$ cat config.mk
export PLATFORM = sky130hd
export DESIGN_NAME = gate_delay_unit
export DESIGN_NICKNAME = d
export VERILOG_FILES = /design/src/rtl/gate_pkg.sv /design/src/rtl/gate_trig_select.sv /design/src/rtl/gate_delay_cnt.sv /design/src/rtl/gate_fsm.sv /design/src/rtl/gate_out_stage.sv /design/src/rtl/gate_delay_unit.sv
export SDC_FILE = /design/constraint.sdc
export NUM_CORES = 1
export LEC_CHECK = 0
export ABC_CLOCK_PERIOD_IN_PS = 3400
export BUFFER_PORTS_ARGS = -buffer_cell sky130_fd_sc_hd__buf_2
export CORE_MARGIN = 2
export CORE_UTILIZATION = 49
export CTS_BUF_LIST = sky130_fd_sc_hd__clkbuf_16
export DETAILED_ROUTE_END_ITERATION = 12
export HOLD_SLACK_MARGIN = 0.03
export PLACE_DENSITY = 0.77
export RECOVER_POWER = 25
export SLEW_MARGIN = 20
export SYNTH_ARGS = -nofsm -noshare
export SYNTH_HDL_FRONTEND = slang
export SYNTH_SLANG_ARGS = --single-unit
$ cat constraint.sdc
create_clock -name clk -period 3.4 [get_ports clk]
set_input_delay 0 -clock clk [delete_from_list [all_inputs] [get_ports clk]]
set_output_delay 0 -clock clk [all_outputs]
set_load 0.005 [all_outputs]
$ cat src/rtl/gate_pkg.sv
package gate_pkg;
  typedef enum logic [1:0] {
    ST_IDLE  = 2'd0,
    ST_WAIT  = 2'd1,
    ST_OPEN  = 2'd2,
    ST_DONE  = 2'd3
  } gate_state_e;
endpackage

$ cat src/rtl/gate_trig_select.sv
module gate_trig_select #(
  parameter int N_TRIG = 8
) (
  input  logic [N_TRIG-1:0] trig_i,
  input  logic [N_TRIG-1:0] mask_i,
  output logic              hit_o
);
  logic [N_TRIG-1:0] picked;

  // per-input qualification
  for (genvar g = 0; g < N_TRIG; g++) begin : g_pick
    assign picked[g] = trig_i[g] & mask_i[g];
  end

  assign hit_o = |picked;
endmodule

$ cat src/rtl/gate_delay_cnt.sv
module gate_delay_cnt #(
  parameter int DLY_W = 12
) (
  input  logic             clk,
  input  logic             rst_n,
  input  logic             clear_i,
  input  logic             step_i,
  input  logic [DLY_W-1:0] start_i,
  input  logic [DLY_W-1:0] stop_i,
  output logic             at_start_o,
  output logic             at_stop_o
);
  localparam logic [DLY_W-1:0] CNT_MAX = {DLY_W{1'b1}};

  logic [DLY_W-1:0] cnt_q;
  logic [DLY_W-1:0] cnt_nx;

  // elapsed edges after the one that will be taken next, saturating
  assign cnt_nx     = (cnt_q == CNT_MAX) ? CNT_MAX : cnt_q + 1'b1;
  assign at_start_o = (cnt_nx >= start_i);
  assign at_stop_o  = (cnt_nx >= stop_i);

  always_ff @(posedge clk or negedge rst_n) begin
    if (!rst_n) begin
      cnt_q <= '0;
    end else if (clear_i) begin
      cnt_q <= '0;
    end else if (step_i) begin
      cnt_q <= cnt_nx;
    end
  end
endmodule

$ cat src/rtl/gate_fsm.sv
module gate_fsm #(
  parameter int DLY_W = 12
) (
  input  logic                  clk,
  input  logic                  rst_n,
  input  logic                  hit_i,
  input  logic                  retrig_i,
  input  logic [DLY_W-1:0]      start_i,
  input  logic [DLY_W-1:0]      stop_i,
  input  logic                  at_start_i,
  input  logic                  at_stop_i,
  output logic                  clear_o,
  output logic                  step_o,
  output logic                  enter_open_o,
  output gate_pkg::gate_state_e state_o
);
  import gate_pkg::*;

  gate_state_e state_q, state_d;
  logic        take;
  logic        empty_win;
  gate_state_e launch_st;

  assign empty_win = (stop_i <= start_i);
  assign launch_st = empty_win ? ST_DONE :
                     (start_i == '0) ? ST_OPEN : ST_WAIT;

  always_comb begin
    take    = 1'b0;
    state_d = state_q;
    unique case (state_q)
      ST_IDLE, ST_DONE: begin
        if (hit_i) begin
          take    = 1'b1;
          state_d = launch_st;
        end else begin
          state_d = ST_IDLE;
        end
      end
      ST_WAIT: begin
        if (hit_i && retrig_i) begin
          take    = 1'b1;
          state_d = launch_st;
        end else if (at_stop_i) begin
          state_d = ST_DONE;
        end else if (at_start_i) begin
          state_d = ST_OPEN;
        end
      end
      ST_OPEN: begin
        if (hit_i && retrig_i) begin
          take    = 1'b1;
          state_d = launch_st;
        end else if (at_stop_i) begin
          state_d = ST_DONE;
        end
      end
      default: state_d = ST_IDLE;
    endcase
  end

  assign clear_o      = take;
  assign step_o       = (state_q == ST_WAIT) || (state_q == ST_OPEN);
  assign enter_open_o = (state_d == ST_OPEN) && (state_q != ST_OPEN);
  assign state_o      = state_q;

  always_ff @(posedge clk or negedge rst_n) begin
    if (!rst_n) state_q <= ST_IDLE;
    else        state_q <= state_d;
  end
endmodule

$ cat src/rtl/gate_out_stage.sv
module gate_out_stage (
  input  logic                  clk,
  input  logic                  rst_n,
  input  gate_pkg::gate_state_e state_i,
  input  logic                  enter_open_i,
  input  logic                  invert_i,
  output logic                  gate_o,
  output logic                  open_pulse_o
);
  import gate_pkg::*;

  logic pulse_q;

  always_ff @(posedge clk or negedge rst_n) begin
    if (!rst_n) pulse_q <= 1'b0;
    else        pulse_q <= enter_open_i;
  end

  assign gate_o       = (state_i == ST_OPEN) ^ invert_i;
  assign open_pulse_o = pulse_q;
endmodule

$ cat src/rtl/gate_delay_unit.sv
module gate_delay_unit #(
  parameter int N_TRIG = 8,
  parameter int DLY_W  = 12
) (
  input  logic              clk,
  input  logic              rst_n,
  input  logic [N_TRIG-1:0] trig_i,
  input  logic [N_TRIG-1:0] cfg_mask,
  input  logic [DLY_W-1:0]  cfg_start,
  input  logic [DLY_W-1:0]  cfg_stop,
  input  logic              cfg_retrig,
  input  logic              cfg_invert,
  output logic              gate_o,
  output logic              gate_open_o
);
  import gate_pkg::*;

  logic        hit;
  logic        at_start, at_stop;
  logic        cnt_clear, cnt_step;
  logic        enter_open;
  gate_state_e state_q;

  gate_trig_select #(.N_TRIG(N_TRIG)) u_sel (
    .trig_i (trig_i),
    .mask_i (cfg_mask),
    .hit_o  (hit)
  );

  gate_delay_cnt #(.DLY_W(DLY_W)) u_cnt (
    .clk        (clk),
    .rst_n      (rst_n),
    .clear_i    (cnt_clear),
    .step_i     (cnt_step),
    .start_i    (cfg_start),
    .stop_i     (cfg_stop),
    .at_start_o (at_start),
    .at_stop_o  (at_stop)
  );

  gate_fsm #(.DLY_W(DLY_W)) u_fsm (
    .clk          (clk),
    .rst_n        (rst_n),
    .hit_i        (hit),
    .retrig_i     (cfg_retrig),
    .start_i      (cfg_start),
    .stop_i       (cfg_stop),
    .at_start_i   (at_start),
    .at_stop_i    (at_stop),
    .clear_o      (cnt_clear),
    .step_o       (cnt_step),
    .enter_open_o (enter_open),
    .state_o      (state_q)
  );

  gate_out_stage u_out (
    .clk          (clk),
    .rst_n        (rst_n),
    .state_i      (state_q),
    .enter_open_i (enter_open),
    .invert_i     (cfg_invert),
    .gate_o       (gate_o),
    .open_pulse_o (gate_open_o)
  );
endmodule

==> reports/results.ini <==
[clock_tree]
clk_pin_slew_ns = 0.05
cts_tree = done
cts_buffers = 3
clk_latency_ns = 0.25
htree_levels = 1
cts_sinks = 15
clk_path_buf_depth = 2
root_buffer = clkbuf_16

[finish]
multi_input_area_mm2 = 0.001435
regArea_um2 = 375.4
fin_nets = 376
final_util = 0.6438
final_common_cell = buf_2
antenna_cells = 0
final.fill_count = 350
drive_gt1_frac = 0.2432
syn2layout_area_growth_pct = 25.36
final_cell_mix = buf_2, ha_1, inv_1

[sta]
setup_viol = 0
min_period_ns = 3.233
fin_skew_ns = 0.0008531
max_freq_ghz = 0.3093
period_share = 0.9508
fin_ws_ns = 0.1673
slew_violations = 0
tns_ns = 0
tightest_slew_ns = 0.8905
rsz0062_at_grt = false
slew_headroom = 0.3910
hold_viol = 0

[floorplan]
fp.dieH_um = 66.18
ioPinCount = 46
die_w_um = 66.18
rows = 22
start_util = 0.5136
coreArea_mm2 = 0.003689
dieArea_mm2 = 0.004379

[setup_path]
r2r-start = u_cnt.cnt_q[1]
cp-end-kind = register
crit_fanout = 4
worst_path_max_delay_cell = dfrtp_1
r2r_cells = 13
rrSetupSlack_ns = 0.17
cp_cell_sequence = ha_2, and3_4, nand3_2, or3_4, and2_4, ha_1, nand2b_1, a2111o_1, a31oi_1, o211ai_1, o22a_1, o32a_1, o311a_1
cpPeakStageDelay_ns = 0.40
setup.worst_path.class = reg2reg
crit_end = u_out.open_pulse_o
startpoint = u_cnt.cnt_q[1]
worstPathRequired_ns = 3.53
r2r_end = u_out.open_pulse_o
critical_path.startpoint_type = register
arrival_ns = 3.36

[logic_synthesis]
synthCells = 236
synth_flop_cell = dfrtp_1
netlist_area_mm2 = 0.001894
synth.net_count = 319
synth_area_leader_cell = ha_1
seq_area_frac_synth = 0.1982
ys_ff_latch = 15
yosys.cell_types.count = 43
avgSynthCellArea_um2 = 8.027
async_flop_share = 1.000
synth_area_leaders = ha_1, dfrtp_1, inv_1
ys_warn_count = 0
synth_top_area_frac = 0.2576
synth_edf_count = 0

[global_routing]
antenna_found_initial = 0
grt_usage = 0.2426
grt_pass1_wl_um = 8342
grt_max_degree = 16
grtUsageMet1 = 0.3372
busiest_layer = met2
gr-usage-met2 = 0.4063
grt_pass1_vias = 1830
grtUsageMet3 = 0.03748
grt-ovfl-total = 0

[place]
dp_slack_ns = 0.08002
portBuffers = 45
hpwl_um = 3905
gp_congestion = 0.8599

[power]
p_leak_uw = 0.001295
vdd_ir_drop_max_mv = 0.3603
powerDensity_mw_per_mm2 = 389.4

[min_path]
hp-class = in2out

[drt]
dr.pass1.iters = 4
wl_per_cell_um = 14.03
via_per_inst = 5.676
wl_um = 4771
drc = 0
drt_iter0_markers = 109
ant_nets = 0
vias = 1930

[job]
drv_cap = 0

[outcome]
status = finished, final reports clean

-- metrics by stage --
stage                     instances  total power, uW  hold WS (ns)  area [um2]
after floorplan                 236            539.0       -0.2956        1897
after CTS                       339            909.9        0.2029        2323
final                           340            924.8        0.2533        2375
after global routing            340             1009        0.2682        2375
after detailed placement        334            677.6      -0.06466        2235
after global placement          334            667.4      -0.07013        2235
-- logic make-up (layout without fill, tap and decap cells) --
kind of cell / count (synthesis) / count (layout) / synth area share
adder cells (fa/ha/maj): 39 / 39 / 0.2576
XOR/XNOR: 8 / 8 / 0.03699
AO/OA/AOI/OAI: 69 / 69 / 0.2477
buffers and inverters: 35 / 91 / 0.06935
AND/OR/NAND/NOR: 70 / 70 / 0.1902
flip-flops: 15 / 15 / 0.1982
-- registers in the layout, summed over array words and instances (netlist names) --
name	count
u_out.open_pulse_o	1
u_cnt.cnt_q	12
u_fsm.state_o	2
-- critical path, delay by kind of cell, from the launching register on --
family	cells	cell delay, ns
AO/OA/AOI/OAI	6	1.32
adder cells (fa/ha/maj)	2	0.46
flip-flops	1	0.40
AND/OR/NAND/NOR	5	0.94
-- layer usage --
metal	share of wire	up-vias
li1	-	987
met1	0.48	912
met2	0.48	29
met3	0.031	2
met4	0.0048	0
met5	0	-
-- cells in the mapped netlist (3+ instances only) --
cell,instances
o21ai_0,17
nor4_1,5
nor3_1,3
nand2b_1,5
ha_1,39
xnor2_1,5
and3_1,4
a22oi_1,4
xor2_1,3
nor2_1,6
a22o_1,11
a21oi_1,14
inv_1,31
clkbuf_1,3
nand4_1,7
dfrtp_1,15
nand2_1,20
and2_1,4
nand3_1,10
-- worst min path at each step --
stage | endpoint | slack (ns) | depth (start not counted) | start
6_report | gate_o | 0.25 | 3 | cfg_invert
5_1_grt | gate_o | 0.27 | 3 | cfg_invert
3_5_place_dp | u_cnt.cnt_q[10] | -0.06 | 1 | rst_n
2_1_floorplan | u_cnt.cnt_q[0] | -0.30 | 0 | rst_n
3_3_place_gp | u_cnt.cnt_q[10] | -0.07 | 1 | rst_n
4_1_cts | u_cnt.cnt_q[8] | 0.20 | 2 | rst_n
-- what timing repair did --
item	in CTS	in global routing
hold endpoints to repair	15	0
setup buffers	0	1
hold buffers	1	0
gates resized for setup	0	10
setup endpoints to repair	0	3
-- layout make-up --
class                           instances  area share
Multi-Input combinational cell        186      0.6043
Sequential cell                        15      0.1581
Timing Repair Buffer                   56      0.1301
Inverter                               31     0.04900
Clock buffer                            3     0.03161
Tap cell                               48     0.02529
Clock inverter                          1    0.001581
-- where the power goes --
part | leakage, uW | total (uW) | internal, uW | switching, uW
logic | 0.00105 | 468 | 223 | 244
registers | 0.000203 | 229 | 207 | 22.6
clock network | 0.0000423 | 228 | 156 | 71.9
total | 0.00129 | 925 | 586 | 339
(Power assumes the default switching activity.)
